$ cat config.mk
export PLATFORM = sky130hd
export DESIGN_NAME = pkt_capture
export DESIGN_NICKNAME = d
export VERILOG_FILES = /design/src/rtl/pkt_cap_pkg.sv /design/src/rtl/pkt_cap_fifo.sv /design/src/rtl/pkt_cap_wr.sv /design/src/rtl/pkt_cap_regs.sv /design/src/rtl/pkt_capture.sv
export SDC_FILE = /design/constraint.sdc
export NUM_CORES = 1
export LEC_CHECK = 0
export ABC_AREA = 1
export ABC_CLOCK_PERIOD_IN_PS = 13500
export BUFFER_PORTS_ARGS = -buffer_cell sky130_fd_sc_hd__buf_2
export CORE_MARGIN = 1.5
export CORE_UTILIZATION = 40
export CTS_CLUSTER_DIAMETER = 80
export DETAILED_ROUTE_END_ITERATION = 10
export SETUP_SLACK_MARGIN = 0.1
export SYNTH_ARGS = -nofsm -noshare
export SYNTH_HDL_FRONTEND = slang
export SYNTH_SLANG_ARGS = --single-unit
$ cat constraint.sdc
create_clock -name clk_i -period 13.5 [get_ports clk_i]
set_input_delay 0 -clock clk_i [delete_from_list [all_inputs] [get_ports clk_i]]
set_output_delay 0 -clock clk_i [all_outputs]
set_load 0.01 [all_outputs]
$ cat src/rtl/pkt_cap_pkg.sv
package pkt_cap_pkg;
  typedef enum logic [1:0] {
    RA_BASE = 2'd0,
    RA_CAP  = 2'd1,
    RA_CMPL = 2'd2,
    RA_STAT = 2'd3
  } reg_addr_e;

  localparam int unsigned STAT_W      = 2;
  localparam int unsigned ST_TRUNC    = 0;
  localparam int unsigned ST_EMPTY    = 1;
  localparam int unsigned CMPL_VLD    = 31;
  localparam int unsigned CMPL_ST_LSB = 16;
  localparam int unsigned DCNT_LSB    = 4;
  localparam int unsigned CCNT_LSB    = 8;
endpackage

$ cat src/rtl/pkt_cap_fifo.sv
module pkt_cap_fifo #(
  parameter int unsigned W     = 8,
  parameter int unsigned DEPTH = 4,
  localparam int unsigned PTR_W = (DEPTH > 1) ? $clog2(DEPTH) : 1,
  localparam int unsigned CNT_W = $clog2(DEPTH + 1)
) (
  input  logic             clk_i,
  input  logic             rst_ni,
  input  logic             push_i,
  input  logic [W-1:0]     din_i,
  input  logic             pop_i,
  output logic [W-1:0]     dout_o,
  output logic             full_o,
  output logic             empty_o,
  output logic [CNT_W-1:0] count_o
);
  logic [W-1:0]     mem_q [DEPTH];
  logic [PTR_W-1:0] wr_q, rd_q;
  logic [CNT_W-1:0] cnt_q;
  logic             do_push, do_pop;

  assign full_o  = (cnt_q == CNT_W'(DEPTH));
  assign empty_o = (cnt_q == '0);
  assign do_push = push_i & ~full_o;
  assign do_pop  = pop_i & ~empty_o;
  assign dout_o  = mem_q[rd_q];
  assign count_o = cnt_q;

  function automatic logic [PTR_W-1:0] nxt(input logic [PTR_W-1:0] p);
    return (p == PTR_W'(DEPTH - 1)) ? '0 : p + 1'b1;
  endfunction

  always_ff @(posedge clk_i) begin
    if (do_push) mem_q[wr_q] <= din_i;
  end

  always_ff @(posedge clk_i or negedge rst_ni) begin
    if (!rst_ni) begin
      wr_q  <= '0;
      rd_q  <= '0;
      cnt_q <= '0;
    end else begin
      if (do_push) wr_q <= nxt(wr_q);
      if (do_pop)  rd_q <= nxt(rd_q);
      case ({do_push, do_pop})
        2'b10:   cnt_q <= cnt_q + 1'b1;
        2'b01:   cnt_q <= cnt_q - 1'b1;
        default: cnt_q <= cnt_q;
      endcase
    end
  end

  a_r9_count_bound: assert property (@(posedge clk_i) disable iff (!rst_ni)
    cnt_q <= CNT_W'(DEPTH));
  a_r9_full_push_ignored: assert property (@(posedge clk_i) disable iff (!rst_ni)
    (full_o && push_i && !pop_i) |=> (cnt_q == $past(cnt_q)));
endmodule

$ cat src/rtl/pkt_cap_wr.sv
module pkt_cap_wr #(
  parameter int unsigned DATA_W = 32,
  parameter int unsigned ADDR_W = 16,
  parameter int unsigned CAP_W  = 12,
  parameter int unsigned LEN_W  = 16,
  localparam int unsigned KEEP_W = DATA_W / 8,
  localparam int unsigned STAT_W = pkt_cap_pkg::STAT_W
) (
  input  logic              clk_i,
  input  logic              rst_ni,
  input  logic              s_tvalid_i,
  output logic              s_tready_o,
  input  logic [DATA_W-1:0] s_tdata_i,
  input  logic [KEEP_W-1:0] s_tkeep_i,
  input  logic              s_tlast_i,
  input  logic              desc_vld_i,
  input  logic [ADDR_W-1:0] desc_base_i,
  input  logic [CAP_W-1:0]  desc_cap_i,
  output logic              desc_pop_o,
  input  logic              cmpl_full_i,
  output logic              cmpl_push_o,
  output logic [LEN_W-1:0]  cmpl_len_o,
  output logic [STAT_W-1:0] cmpl_stat_o,
  input  logic              mem_stall_i,
  output logic              mem_we_o,
  output logic [ADDR_W-1:0] mem_addr_o,
  output logic [DATA_W-1:0] mem_data_o,
  output logic [KEEP_W-1:0] mem_be_o
);
  import pkt_cap_pkg::*;

  logic [CAP_W-1:0] word_q;
  logic [LEN_W-1:0] len_q, beat_bytes;
  logic             disc_q, fits, fire, wr;

  always_comb begin
    beat_bytes = '0;
    for (int i = 0; i < KEEP_W; i++) beat_bytes = beat_bytes + LEN_W'(s_tkeep_i[i]);
  end

  assign fits       = word_q < desc_cap_i;
  assign s_tready_o = desc_vld_i & ~cmpl_full_i & (disc_q | ~mem_stall_i);
  assign fire       = s_tvalid_i & s_tready_o;
  assign wr         = fire & ~disc_q & fits;

  assign mem_we_o   = wr;
  assign mem_addr_o = desc_base_i + ADDR_W'(word_q);
  assign mem_data_o = s_tdata_i;
  assign mem_be_o   = s_tkeep_i;

  assign cmpl_push_o = fire & s_tlast_i;
  assign desc_pop_o  = fire & s_tlast_i;
  assign cmpl_len_o  = len_q + (wr ? beat_bytes : '0);
  always_comb begin
    cmpl_stat_o           = '0;
    cmpl_stat_o[ST_TRUNC] = disc_q | ~fits;
    cmpl_stat_o[ST_EMPTY] = (cmpl_len_o == '0);
  end

  always_ff @(posedge clk_i or negedge rst_ni) begin
    if (!rst_ni) begin
      word_q <= '0;
      len_q  <= '0;
      disc_q <= 1'b0;
    end else if (fire) begin
      if (s_tlast_i) begin
        word_q <= '0;
        len_q  <= '0;
        disc_q <= 1'b0;
      end else if (wr) begin
        word_q <= word_q + 1'b1;
        len_q  <= len_q + beat_bytes;
      end else begin
        disc_q <= 1'b1;
      end
    end
  end

  a_r2_no_ready_without_desc: assert property (@(posedge clk_i) disable iff (!rst_ni)
    !desc_vld_i |-> !s_tready_o);
  a_r2_no_write_on_stall: assert property (@(posedge clk_i) disable iff (!rst_ni)
    mem_stall_i |-> !mem_we_o);
  a_r3_write_needs_handshake: assert property (@(posedge clk_i) disable iff (!rst_ni)
    mem_we_o |-> (s_tvalid_i && s_tready_o));
  a_r10_no_push_when_full: assert property (@(posedge clk_i) disable iff (!rst_ni)
    cmpl_push_o |-> !cmpl_full_i);
endmodule

$ cat src/rtl/pkt_cap_regs.sv
module pkt_cap_regs #(
  parameter int unsigned ADDR_W = 16,
  parameter int unsigned CAP_W  = 12,
  parameter int unsigned LEN_W  = 16,
  parameter int unsigned CNT_W  = 3,
  localparam int unsigned STAT_W = pkt_cap_pkg::STAT_W
) (
  input  logic              clk_i,
  input  logic              rst_ni,
  input  logic              cfg_we_i,
  input  logic              cfg_re_i,
  input  logic [1:0]        cfg_addr_i,
  input  logic [31:0]       cfg_wdata_i,
  output logic [31:0]       cfg_rdata_o,
  output logic              desc_push_o,
  output logic [ADDR_W-1:0] desc_base_o,
  output logic [CAP_W-1:0]  desc_cap_o,
  input  logic [CNT_W-1:0]  desc_cnt_i,
  input  logic              cmpl_vld_i,
  input  logic [LEN_W-1:0]  cmpl_len_i,
  input  logic [STAT_W-1:0] cmpl_stat_i,
  output logic              cmpl_pop_o,
  input  logic [CNT_W-1:0]  cmpl_cnt_i,
  input  logic              done_i,
  output logic              irq_o
);
  import pkt_cap_pkg::*;

  reg_addr_e        ra;
  logic [ADDR_W-1:0] base_q;
  logic              sticky_q, irq_q, clr;
  logic              unused_wdata;

  assign ra           = reg_addr_e'(cfg_addr_i);
  assign unused_wdata = ^cfg_wdata_i;
  assign desc_push_o  = cfg_we_i & (ra == RA_CAP);
  assign desc_base_o  = base_q;
  assign desc_cap_o   = cfg_wdata_i[CAP_W-1:0];
  assign cmpl_pop_o   = cfg_re_i & (ra == RA_CMPL) & cmpl_vld_i;
  assign clr          = cfg_we_i & (ra == RA_STAT) & cfg_wdata_i[0];
  assign irq_o        = irq_q;

  always_comb begin
    cfg_rdata_o = '0;
    case (ra)
      RA_BASE: cfg_rdata_o[ADDR_W-1:0] = base_q;
      RA_CMPL: if (cmpl_vld_i) begin
        cfg_rdata_o[CMPL_VLD]                 = 1'b1;
        cfg_rdata_o[CMPL_ST_LSB +: STAT_W]    = cmpl_stat_i;
        cfg_rdata_o[LEN_W-1:0]                = cmpl_len_i;
      end
      RA_STAT: begin
        cfg_rdata_o[0]                = sticky_q;
        cfg_rdata_o[DCNT_LSB +: CNT_W] = desc_cnt_i;
        cfg_rdata_o[CCNT_LSB +: CNT_W] = cmpl_cnt_i;
      end
      default: cfg_rdata_o = '0;
    endcase
  end

  always_ff @(posedge clk_i or negedge rst_ni) begin
    if (!rst_ni) begin
      base_q   <= '0;
      sticky_q <= 1'b0;
      irq_q    <= 1'b0;
    end else begin
      if (cfg_we_i && ra == RA_BASE) base_q <= cfg_wdata_i[ADDR_W-1:0];
      irq_q <= done_i;
      if (done_i)   sticky_q <= 1'b1;  // set beats clear
      else if (clr) sticky_q <= 1'b0;
    end
  end

  a_r8_irq_implies_sticky: assert property (@(posedge clk_i) disable iff (!rst_ni)
    irq_o |-> sticky_q);
  a_r8_clear_alone: assert property (@(posedge clk_i) disable iff (!rst_ni)
    (clr && !done_i) |=> !sticky_q);
endmodule

$ cat src/rtl/pkt_capture.sv
module pkt_capture #(
  parameter int unsigned DATA_W     = 32,
  parameter int unsigned ADDR_W     = 16,
  parameter int unsigned CAP_W      = 12,
  parameter int unsigned LEN_W      = 16,
  parameter int unsigned DESC_DEPTH = 4,
  parameter int unsigned CMPL_DEPTH = 4,
  localparam int unsigned KEEP_W = DATA_W / 8
) (
  input  logic              clk_i,
  input  logic              rst_ni,
  input  logic              s_tvalid_i,
  output logic              s_tready_o,
  input  logic [DATA_W-1:0] s_tdata_i,
  input  logic [KEEP_W-1:0] s_tkeep_i,
  input  logic              s_tlast_i,
  output logic              mem_we_o,
  output logic [ADDR_W-1:0] mem_addr_o,
  output logic [DATA_W-1:0] mem_data_o,
  output logic [KEEP_W-1:0] mem_be_o,
  input  logic              mem_stall_i,
  input  logic              cfg_we_i,
  input  logic              cfg_re_i,
  input  logic [1:0]        cfg_addr_i,
  input  logic [31:0]       cfg_wdata_i,
  output logic [31:0]       cfg_rdata_o,
  output logic              irq_o
);
  import pkt_cap_pkg::*;

  localparam int unsigned CNT_W  = $clog2(((DESC_DEPTH > CMPL_DEPTH) ? DESC_DEPTH : CMPL_DEPTH) + 1);
  localparam int unsigned DCNT_W = $clog2(DESC_DEPTH + 1);
  localparam int unsigned CCNT_W = $clog2(CMPL_DEPTH + 1);
  localparam int unsigned DESC_W = ADDR_W + CAP_W;
  localparam int unsigned CMPL_W = LEN_W + STAT_W;

  logic              desc_push, desc_pop, desc_full, desc_empty;
  logic [DESC_W-1:0] desc_head;
  logic [DCNT_W-1:0] desc_cnt;
  logic [ADDR_W-1:0] new_base;
  logic [CAP_W-1:0]  new_cap;
  logic              cmpl_push, cmpl_pop, cmpl_full, cmpl_empty;
  logic [CMPL_W-1:0] cmpl_head;
  logic [CCNT_W-1:0] cmpl_cnt;
  logic [LEN_W-1:0]  wr_len;
  logic [STAT_W-1:0] wr_stat;
  logic              unused_desc_full;

  assign unused_desc_full = desc_full;

  pkt_cap_fifo #(.W(DESC_W), .DEPTH(DESC_DEPTH)) u_desc_q (
    .clk_i, .rst_ni,
    .push_i(desc_push), .din_i({new_base, new_cap}),
    .pop_i(desc_pop), .dout_o(desc_head),
    .full_o(desc_full), .empty_o(desc_empty), .count_o(desc_cnt)
  );

  pkt_cap_fifo #(.W(CMPL_W), .DEPTH(CMPL_DEPTH)) u_cmpl_q (
    .clk_i, .rst_ni,
    .push_i(cmpl_push), .din_i({wr_stat, wr_len}),
    .pop_i(cmpl_pop), .dout_o(cmpl_head),
    .full_o(cmpl_full), .empty_o(cmpl_empty), .count_o(cmpl_cnt)
  );

  pkt_cap_wr #(.DATA_W(DATA_W), .ADDR_W(ADDR_W), .CAP_W(CAP_W), .LEN_W(LEN_W)) u_wr (
    .clk_i, .rst_ni,
    .s_tvalid_i, .s_tready_o, .s_tdata_i, .s_tkeep_i, .s_tlast_i,
    .desc_vld_i(~desc_empty),
    .desc_base_i(desc_head[DESC_W-1:CAP_W]),
    .desc_cap_i(desc_head[CAP_W-1:0]),
    .desc_pop_o(desc_pop),
    .cmpl_full_i(cmpl_full), .cmpl_push_o(cmpl_push),
    .cmpl_len_o(wr_len), .cmpl_stat_o(wr_stat),
    .mem_stall_i, .mem_we_o, .mem_addr_o, .mem_data_o, .mem_be_o
  );

  pkt_cap_regs #(.ADDR_W(ADDR_W), .CAP_W(CAP_W), .LEN_W(LEN_W), .CNT_W(CNT_W)) u_regs (
    .clk_i, .rst_ni,
    .cfg_we_i, .cfg_re_i, .cfg_addr_i, .cfg_wdata_i, .cfg_rdata_o,
    .desc_push_o(desc_push), .desc_base_o(new_base), .desc_cap_o(new_cap),
    .desc_cnt_i(CNT_W'(desc_cnt)),
    .cmpl_vld_i(~cmpl_empty),
    .cmpl_len_i(cmpl_head[LEN_W-1:0]),
    .cmpl_stat_i(cmpl_head[CMPL_W-1:LEN_W]),
    .cmpl_pop_o(cmpl_pop),
    .cmpl_cnt_i(CNT_W'(cmpl_cnt)),
    .done_i(cmpl_push),
    .irq_o
  );

  a_r5_desc_retire_on_last: assert property (@(posedge clk_i) disable iff (!rst_ni)
    (s_tvalid_i && s_tready_o && s_tlast_i && !desc_push) |=> (desc_cnt == $past(desc_cnt) - 1'b1));
endmodule

# Word level (Yosys, flattened, before mapping)
# Memory sizes are Yosys's and may differ from the RTL's.
# Index checks and enable logic that the tools add are counted.
# W data, S select, Z words.
dict set report word_totals {
  in_bits 77
  ramBits 184
  reg_bits 61
  out_inout_bits 87
  mem_count 2
}
dict set report op_classes {
  eq_ne 14
  n_reduce_logical 11
  order_cmp 1
  muxes 29
  n_addsub 15
  bitwise_logic 24
}
# memory words width read_ports rd_clocked_by_memory_dff write_ports line
set memory_table {}
lappend memory_table {u_desc_q.mem_q 4 28 1 0 1 pkt_cap_fifo.sv:17} ;# logic [W-1:0] mem_q [DEPTH];
lappend memory_table {u_cmpl_q.mem_q 4 18 1 0 1 pkt_cap_fifo.sv:17}
# operator n
set op_table {}
lappend op_table {{$mux W16} 3}
lappend op_table {{$add A16 B1 Y16} 2}
lappend op_table {{$add A16 B16 Y16} 2}
lappend op_table {{$mux W12} 2}
lappend op_table {{$mux W18} 1}
lappend op_table {{$pmux W3 S2} 3}
lappend op_table {{$pmux W3 S3} 2}
lappend op_table {{$add A16 B12 Y16} 1}
lappend op_table {{$eq A2 B2 Y1 const B} 8}
lappend op_table {{$logic_not A16 Y1} 1}
lappend op_table {{$and A1 B1 Y1} 15}
lappend op_table {{$add A12 B1 Y12 const B} 1}
lappend op_table {{$lt A12 B12 Y1} 1}
lappend op_table {{$mux W1} 10}
lappend op_table {{$mux W2} 5}
lappend op_table {{$pmux W5 S2} 1}
lappend op_table {{$add A2 B1 Y2 const B} 4}
lappend op_table {{$reduce_bool A2 Y1} 4}
lappend op_table {{$not A1 Y1} 7}
lappend op_table {{$add A3 B1 Y3 const B} 2}
lappend op_table {{$eq A2 B1 Y1 const B} 3}
lappend op_table {{$eq A3 B3 Y1 const B} 2}
lappend op_table {{$logic_not A3 Y1} 2}
lappend op_table {{$sub A3 B1 Y3 const B} 2}
lappend op_table {{8 further kinds} 10}

# Logic depth before layout (Yosys ltp)
# Gate-level depths: netlist of the first run.
dict set report depth {
  word_depth 10
  ltp_mapped 30
  mapped_depth_nobuf 27
}

# Hierarchy
# From an unflattened synthesis of the first run, not the netlist that was laid out.
dict set report unflattened {
  hier_cells 1397
  area_unflattened_um2 13404.1
}
# module seq_area_each_um2 area_each_um2 cells_each instances
set by_module_without_submodules {}
lappend by_module_without_submodules {{pkt_cap_fifo (u_desc_q)} 3538.4 5078.6 387 1}
lappend by_module_without_submodules {pkt_cap_wr 725.7 3694.8 563 1}
lappend by_module_without_submodules {{pkt_cap_fifo (u_cmpl_q)} 2337.2 3355.7 270 1}
lappend by_module_without_submodules {pkt_cap_regs 450.4 1267.5 175 1}
lappend by_module_without_submodules {pkt_capture 0.0 7.5 2 1}

# Worst setup path after synthesis of the first run
# Ideal clock, no wire load.
dict set report synth_timing {
  kind {register to register}
  startpoint {reg u_desc_q.rd_q[0]}
  endpoint {mem u_cmpl_q.mem_q[0][17] (netlist name), data pin}
  synth_period_minus_slack_ns 4.371
  setup_slack_ns 9.129
  path_buffers 4
  t_arrival_ns 4.204
  path_stages_with_launch 28
  required_ns 13.333
  path_cell_list {dfrtp_1 inv_1 buf_2 buf_2 clkbuf_1 nand2_1 a32o_1 ha_1 a21oi_1 o21ai_0 a21oi_1 nand3_2 buf_2 nor2_1 ha_1 inv_1 fa_1 inv_1 nand2_1 nand2_1 nand2_1 nor2_1 inv_1 o21ai_1 nand2_1 nor3_1 nand3_1 nor2_1}
}
dict set report synth_between {
  elab_chain_cells 6
}
# element line
set synth_rtl {}
lappend synth_rtl {{start: declaration} pkt_cap_fifo.sv:18} ;# logic [PTR_W-1:0] wr_q, rd_q;
lappend synth_rtl {{start signal: assignment} pkt_cap_fifo.sv:44} ;# if (do_pop) rd_q <= nxt(rd_q);
lappend synth_rtl {{$mem_v2 Z4 W28} -}
lappend synth_rtl {{$lt A12 B12 Y1} pkt_cap_wr.sv:41} ;# assign fits = word_q < desc_cap_i;
lappend synth_rtl {{$and A1 B1 Y1} pkt_cap_wr.sv:44} ;# assign wr = fire & ~disc_q & fits;
lappend synth_rtl {{$mux W16} pkt_cap_wr.sv:53} ;# assign cmpl_len_o = len_q + (wr ? beat_bytes : '0);
lappend synth_rtl {{$add A16 B16 Y16} pkt_cap_wr.sv:53}
lappend synth_rtl {{named net u_cmpl_q.din_i[14]} pkt_cap_fifo.sv:10} ;# input logic [W-1:0] din_i,
lappend synth_rtl {{$logic_not A16 Y1} pkt_cap_wr.sv:57} ;# cmpl_stat_o[ST_EMPTY] = (cmpl_len_o == '0);
lappend synth_rtl {{named net u_cmpl_q.din_i[17]} pkt_cap_fifo.sv:10}
lappend synth_rtl {{end: declaration} pkt_cap_fifo.sv:17}
# The timed path passes the listed nets, and every way through them passes these cells.

# Worst setup path after layout of the first run
dict set report layout_timing {
  startpoint {reg u_desc_q.rd_q[0]}
  endpoint {mem u_cmpl_q.mem_q[2][17] (netlist name), data pin}
}
# The elaborated chain is that of the path after synthesis.

==> metrics.md, run 1 <==
| Metric | Value |
|---|---|
| Outcome | completed |
| RSZ-0062 raised after global routing | no |
| DR vias/cell | 5.060 |
| Seq pwr share | 0.384 |
| Mapped Cells | around 1200 |
| Die ar. | 0.03129 mm2 |
| Area of the multi-input gates | 0.004129 mm2 |
| Port Buffer Count | 70 |
| Area grow syn2layout | 12.25% |
| First-pass DRT Iterations | 5 |
| Slew margin rel. | 0.3557 |
| Fillers | 2754 |
| Crit path max fanout | ~60 |
| Starting Density | 0.4071 |
| CP Capture Type | flip-flop |
| Gr ovfl total | 0 |
| CP Data Required Time | 13810 ps |
| Peak supply drop | 117.7 uV |
| Pleak | 5.656 nW |
| Final Max Slew Viols | 0 |
| CP top delay family | simple AND/OR/NAND/NOR gates |
| CTS buffer count | 25 |
| Synth area leaders | edfxtp_1 (46%), dfrtp_1 (13%), nand2_1 (6.4%) |
| Fmax | 162.2 MHz |
| Psw | around 0.95 mW |
| Largest net degree at the start of global routing | 62 |
| Total vias in the final route | 8198 |
| Syn. warnings | 0 |
| Synth top area share | 0.4568 |
| CTS tree | built |
| Tot GR Track Use | 0.1801 |
| Root Driver | clkbuf_16 |
| FF+latch count, synth | 245 |
| Minimum clock period | around 6200 ps |
| Initial antenna violation count | 0 |
| Dpl hpwl | 17.97 mm |
| Initial DRC count | 515 |
| Post-synthesis sequential area ratio | 0.5830 |
| Most used cell, CP | nand2_1 |
| Setup TNS | 0 ps |
| Clk sink count | 245 |
| CP bufs+invs | 6 |
| Combinational share of power | 0.349 |
| P_int | 1.630 mW |
| DRT antenna net count | 0 |
| Synth Cell Area | 0.01210 mm2 |
| Final setup viols | 0 |
| CP Class | reg2reg |
| DRC Markers | 0 |
| Clock power frac | 0.267 |
| Vias in the first global route | 7798 |
| Cell Rows | 63 |
| Ports | 164 |
| Setup Skew | 22.76 ps |
| Critical path launch point type | flip-flop |
| RD Place Congestion | 0.8408 |
| First-pass GRT wire length | between 40 and 50 mm |
| Clock-pin slew on the worst setup and hold paths | roughly 60 ps |
| Worst Tran Pin Value | 960.6 ps |
| Die height | 176.9 um |
| Final nets | roughly 1300 |
| Switching share of power | 0.3673 |
| Antenna Diode Count | 0 |
| Pwr Density | 189.7 mW/mm2 |
| Final Hold Viols | 0 |
| Final WL | 27.95 mm |
| Synth Area per Inst | between 10 and 15 um2 |
| Cell accounting for the most synthesized area | edfxtp_1 |
| Layout cells sized above 1 | 0.1244 |
| Hold Crit Class | in2out |
| Clock Latency Late Sink | 530 ps |
| CP max stage delay | roughly 690 ps |
| Post-DR wirelength/cell | between 15 and 20 um |
| Die span in x | approximately 180 um |
| Final period util | 0.4567 |
| Util after Layout | 0.4569 |
| Core Region | 0.02972 mm2 |
| Clk buf depth | 3 |
| Crit-path slowest cell | nand3_2 |
| Sequential Area | 0.007053 mm2 |
| Synth cell types | 41 |
| Data arrival, critical path | about 6500 ps |
| Htree depth | 1 |
| Max Cap Violations | 0 |
through the flow:
step                      setup WS, ps  hold WS, ps  total power [mW]  std cells  cell area, um2
after floorplan                   9129       -295.6             1.617       1168           12140
after global placement            7475      0.06862             1.884       1551           12530
after detailed placement          7376      0.06862             1.902       1551           12530
after CTS                         7302      0.06862             2.601       1620           13580
after global routing              6806      0.02451             2.744       1620           13580
final                             7335     0.004441             2.576       1620           13580
worst register-to-register path, stage by stage (launching register included):
cell and delay (ps):
dfrtp_2 390, buf_4 300, inv_1 260, buf_4 490, nand2_1 160, a32o_1 260
ha_1 290, a21oi_1 160, o21ai_0 130, a21oi_1 280, nand3_2 690, nor2_1 290
ha_1 200, inv_1 50, fa_1 390, inv_1 70, nand2_1 40, nand2_1 60
nand2_1 70, nor2_1 350, inv_1 110, o21ai_1 130, nand2_1 170, nor3_1 230
nand3_1 80, nor2_1 260
registers in the layout (all words and copies together), names as in the netlist:
| signal | cells |
|---|---|
| u_desc_q.count_o | 3 |
| u_regs.desc_base_o | 16 |
| u_wr.len_q | 16 |
| u_desc_q.wr_q | 2 |
| u_desc_q.rd_q | 2 |
| u_wr.word_q | 12 |
| u_cmpl_q.wr_q | 2 |
| u_desc_q.mem_q | 112 |
| u_wr.disc_q | 1 |
| u_regs.sticky_q | 1 |
| u_regs.irq_o | 1 |
| u_cmpl_q.count_o | 3 |
| u_cmpl_q.mem_q | 72 |
| u_cmpl_q.rd_q | 2 |
cells in the mapped netlist, drive strengths merged:
| cell type | count |
|---|---|
| a211oi | 2 |
| a21o | 3 |
| a21oi | 37 |
| a22o | 9 |
| a31oi | 1 |
| a32o | 12 |
| a32oi | 2 |
| buf | 67 |
| clkbuf | 25 |
| clkinv | 2 |
| conb | 1 |
| dfrtp | 61 |
| edfxtp | 184 |
| fa | 6 |
| ha | 44 |
| inv | 105 |
| mux2 | 15 |
| nand2 | 208 |
| nand3 | 54 |
| nand3b | 2 |
| nand4 | 7 |
| nor2 | 123 |
| nor3 | 13 |
| nor3b | 3 |
| nor4 | 4 |
| o211ai | 8 |
| o21ai | 83 |
| o22ai | 29 |
| xnor2 | 8 |
| xor2 | 38 |
path summary, 6_finish.rpt:
kind / startpoint / end / slack [ps] / cells past startpoint
max: u_desc_q.rd_q[0]$_DFFE_PN0P_ / u_cmpl_q.mem_q[2][17]$_DFFE_PP_ / 7330 / 25
min: s_tdata_i[7] / mem_data_o[7] / 0.004 / 0
max reg2reg: u_desc_q.rd_q[0]$_DFFE_PN0P_ / u_cmpl_q.mem_q[2][17]$_DFFE_PP_ / 7330 / 25
min reg2reg: u_desc_q.count_o[0]$_DFFE_PN0P_ / u_desc_q.count_o[0]$_DFFE_PN0P_ / 530 / 1
max in group asynchronous: rst_ni / u_desc_q.rd_q[0]$_DFFE_PN0P_ / 12670 / 3
min in group asynchronous: rst_ni / u_wr.len_q[14]$_DFFE_PN0P_ / 200 / 3
placed cells by master, fill, tap and decap left out, drive strengths merged, types with 13 or more instances in the layout:
cell,Yosys,layout
o21ai,83,83
nand3,54,54
a21oi,37,37
ha,44,44
xor2,38,38
buf,67,85
conb,1,13
clkbuf,25,30
o22ai,29,29
dfrtp,61,61
inv,105,106
nor3,13,13
dlygate4sd3,0,23
mux2,15,15
edfxtp,184,184
nand2,208,208
nor2,123,123
power by group through the flow:
stage / Sequential, mW / Clock, mW / Combinational, mW
detailed placement: 1.00 / 0 / 0.898
CTS: 0.989 / 0.703 / 0.909
finish: 0.989 / 0.688 / 0.899
global route: 0.999 / 0.731 / 1.01
floorplan: 0.968 / 0 / 0.649
global placement: 1.00 / 0 / 0.881
logic make-up (layout without fill, tap and decap cells):
logic type	after synthesis	count (layout)	synth area share
adders and majority gates	50	50	0.05544
buffers and inverters	199	261	0.08026
AOI/OAI and AO/OA	186	186	0.09154
and+or+nand+nor	414	414	0.1422
DFF	245	245	0.5830
other	1	13	0.0003100
muxes	15	15	0.01396
xor gates and xnor gates	46	46	0.03331
repair_timing:
item	4_1_cts	5_1_grt
setup buffers	0	0
hold buffers	23	0
hold endpoints to repair	131	0
gates resized for setup	0	0
setup endpoints to repair	0	0
layer usage:
| layer | track usage | part of all wire | up-vias |
|---|---|---|---|
| met1 | 0.2399 | 0.45 | 3967 |
| li1 | - | - | 4010 |
| met3 | 0.02083 | 0.042 | 38 |
| met2 | 0.3087 | 0.48 | 183 |
| met5 | 0 | 0 | - |
| met4 | 0.05367 | 0.026 | 0 |
cell type report:
cell class	instances	area share
Sequential cell	245	0.5194
Clock buffer	30	0.04819
Timing Repair Buffer	108	0.05105
Inverter	107	0.02958
Tap cell	390	0.03594
Multi-Input combinational cell	724	0.3041
Clock inverter	16	0.01170
No activity file was read; power rests on OpenSTA's default activity.
==> inputs of run 2 (changes only) <==
--- a/config.mk
+++ b/config.mk
@@ -6,7 +6,7 @@
 export NUM_CORES = 1
 export LEC_CHECK = 0
 export ABC_AREA = 1
-export ABC_CLOCK_PERIOD_IN_PS = 13500
+export ABC_CLOCK_PERIOD_IN_PS = 5450
 export BUFFER_PORTS_ARGS = -buffer_cell sky130_fd_sc_hd__buf_2
 export CORE_MARGIN = 1.5
 export CORE_UTILIZATION = 40
==> constraint.sdc (replaced) <==
create_clock -name clk_i -period 5.45 [get_ports clk_i]
set_input_delay 0 -clock clk_i [delete_from_list [all_inputs] [get_ports clk_i]]
set_output_delay 0 -clock clk_i [all_outputs]
set_load 0.01 [all_outputs]
==> metrics.md, run 2 (synthesized netlist as in run 1, its figures left out) <==
| Metric | Value |
|---|---|
| Util after Layout | 0.4625 |
| Clk sink count | 245 |
| Hold worst-path end | mem_data_o[7] |
| Pleak | 5.747 nW |
| CTS buffer count | 27 |
| Die height | 176.9 um |
| Final Max Slew Viols | 0 |
| Data arrival, critical path | 5050 ps |
| Worst hold slack | 0.004441 ps |
| Slew margin rel. | 0.3301 |
| CP Class | reg2reg |
| Final Hold Viols | 0 |
| Minimum clock period | 4707 ps |
| Ports | 164 |
| First-pass GRT wire length | 44.23 mm |
| Hold Path Stages | 0 |
| Fmax | 212.4 MHz |
| Clock Latency Late Sink | roughly 550 ps |
| R2r startpoint | u_desc_q.rd_q[0]$_DFFE_PN0P_ |
| Gr ovfl total | 0 |
| Tot GR Track Use | 0.1830 |
| Die span in x | 176.9 um |
| Reg-to-reg slack, setup | ~740 ps |
| Root Driver | clkbuf_16 |
| R2r endpoint | u_cmpl_q.mem_q[3][17]$_DFFE_PP_ |
| Critical path launch point type | flip-flop |
| Post-route insts no fill | roughly 1600 |
| Biggest regs | u_desc_q.mem_q: 112 flops, u_cmpl_q.mem_q: 72 flops |
| Initial DRC count | 469 |
| Setup Fix Bufs, Post-CTS | 0 |
| Cell Rows | 63 |
| Outcome | completed |
| Post-CTS sizing | 0 |
| DRC Markers | 0 |
| Crit path max fanout | 58 |
| CTS tree | built |
| Most common cell after layout, fill and taps aside | nand2_1 |
| Largest net degree at the start of global routing | 62 |
| Min-delay src | s_tdata_i[7] |
| Max Cap Violations | 0 |
| Clk buf depth | 3 |
| Setup TNS | 0 ps |
| First-pass DRT Iterations | 5 |
| Htree depth | 1 |
| CP Capture Type | flip-flop |
| Worst r2r path cells | 23 |
| Hold Crit Class | in2out |
| Total vias in the final route | 8225 |
| Pwr Density | 480.8 mW/mm2 |
| Placement Setup Slack | 727.2 ps |
| Initial antenna violation count | 0 |
| Top reg by flops | u_desc_q.mem_q |
| Clock-pin slew on the worst setup and hold paths | 60 ps |
| Setup ws final | 743.0 ps |
| DR vias/cell | 5.043 |
| Final WL | ~28 mm |
| Peak supply drop | 237.6 uV |
| Layout cells sized above 1 | 0.1313 |
| Starting Density | 0.4071 |
| RSZ-0062 raised after global routing | no |
| RD Place Congestion | 0.8666 |
| CP Data Required Time | 5790 ps |
| DRT antenna net count | 0 |
| Core Region | 0.02972 mm2 |
| Die ar. | 0.03129 mm2 |
| Placed cell count | 1558 |
| Antenna Diode Count | 0 |
| Post-DR wirelength/cell | around 17 um |
| Vias in the first global route | 7999 |
| Most frequent cells in the layout | nand2_1 (207), edfxtp_1 (184), nor2_1 (116) |
| Worst Tran Pin Value | 998.7 ps |
| Max reg flops | 112 |
| Final nets | 1347 |
| Area grow syn2layout | 13.62% |
| Setup Skew | around 26 ps |
| Dpl hpwl | roughly 19 mm |
| Final setup viols | 0 |
| Final period util | 0.8637 |
| Port Buffer Count | 70 |
## run 2: worst max path at each step
| stage | start | end | depth (start not counted) |
|---|---|---|---|
| after global routing | u_desc_q.rd_q[0]$_DFFE_PN0P_ | u_cmpl_q.mem_q[3][17]$_DFFE_PP_ | 23 |
| after detailed placement | u_desc_q.rd_q[0]$_DFFE_PN0P_ | u_cmpl_q.mem_q[3][17]$_DFFE_PP_ | 23 |
| after global placement | u_desc_q.rd_q[0]$_DFFE_PN0P_ | u_cmpl_q.mem_q[3][17]$_DFFE_PP_ | 23 |
| after CTS | u_desc_q.rd_q[0]$_DFFE_PN0P_ | u_cmpl_q.mem_q[3][17]$_DFFE_PP_ | 23 |
| final | u_desc_q.rd_q[0]$_DFFE_PN0P_ | u_cmpl_q.mem_q[3][17]$_DFFE_PP_ | 23 |
| after floorplan | u_desc_q.rd_q[0]$_DFFE_PN0P_ | u_cmpl_q.mem_q[0][17]$_DFFE_PP_ | 27 |
## run 2: where the power goes
group	internal [mW]	switching (mW)	leakage (nW)
clock	1.15	0.749	0.455
sequential	2.25	0.183	2.46
combinational	0.817	1.46	2.83
## run 2: area by class of cell
type / count / area [um2]
clock inverters: 15 / 190.2
clock buffers: 35 / 737.0
repair buffers: 115 / 745.7
well taps: 390 / 488.0
fillers: 2745 / 15970
flip-flops and latches: 245 / 7053
inverters: 107 / 401.6
multi-input cells: 724 / 4129
## run 2: worst max-delay path, stage by stage (launching register included)
cell     delay, ps
dfrtp_2        350
buf_4          490
nand2_1        110
a32o_1         280
ha_1           280
a21oi_1        180
o21ai_0        120
a21oi_1        310
nand3_2        160
nor2_1         110
ha_1           170
inv_1           50
fa_1           390
inv_1           70
nand2_1         40
nand2_1         50
nand2_1         70
nor2_1         300
inv_1          100
o21ai_1        130
nand2_1        160
nor3_1         220
nand3_1         90
nor2_1         220
## run 2: routing by layer
metal / global-route usage / vias to the layer above / wire length, um
met4: 0.04732 / 0 / 586
met1: 0.2422 / 4007 / 12710
li1: - / 4025 / -
met3: 0.02191 / 36 / 1020
met2: 0.3183 / 157 / 13920
met5: 0 / - / 0
## run 2: what timing repair did
action | 4_1_cts | 5_1_grt
endpoints found under the setup margin | 0 | 0
hold buffers | 23 | 0
endpoints found under the hold margin | 131 | 0
## run 2: metrics by stage
step                      total power, mW  area (um2)
after floorplan                     4.005       12140
after global placement              4.698       12590
after detailed placement            4.747       12590
after CTS                           6.658       13740
after global routing                7.033       13740
final                               6.608       13740
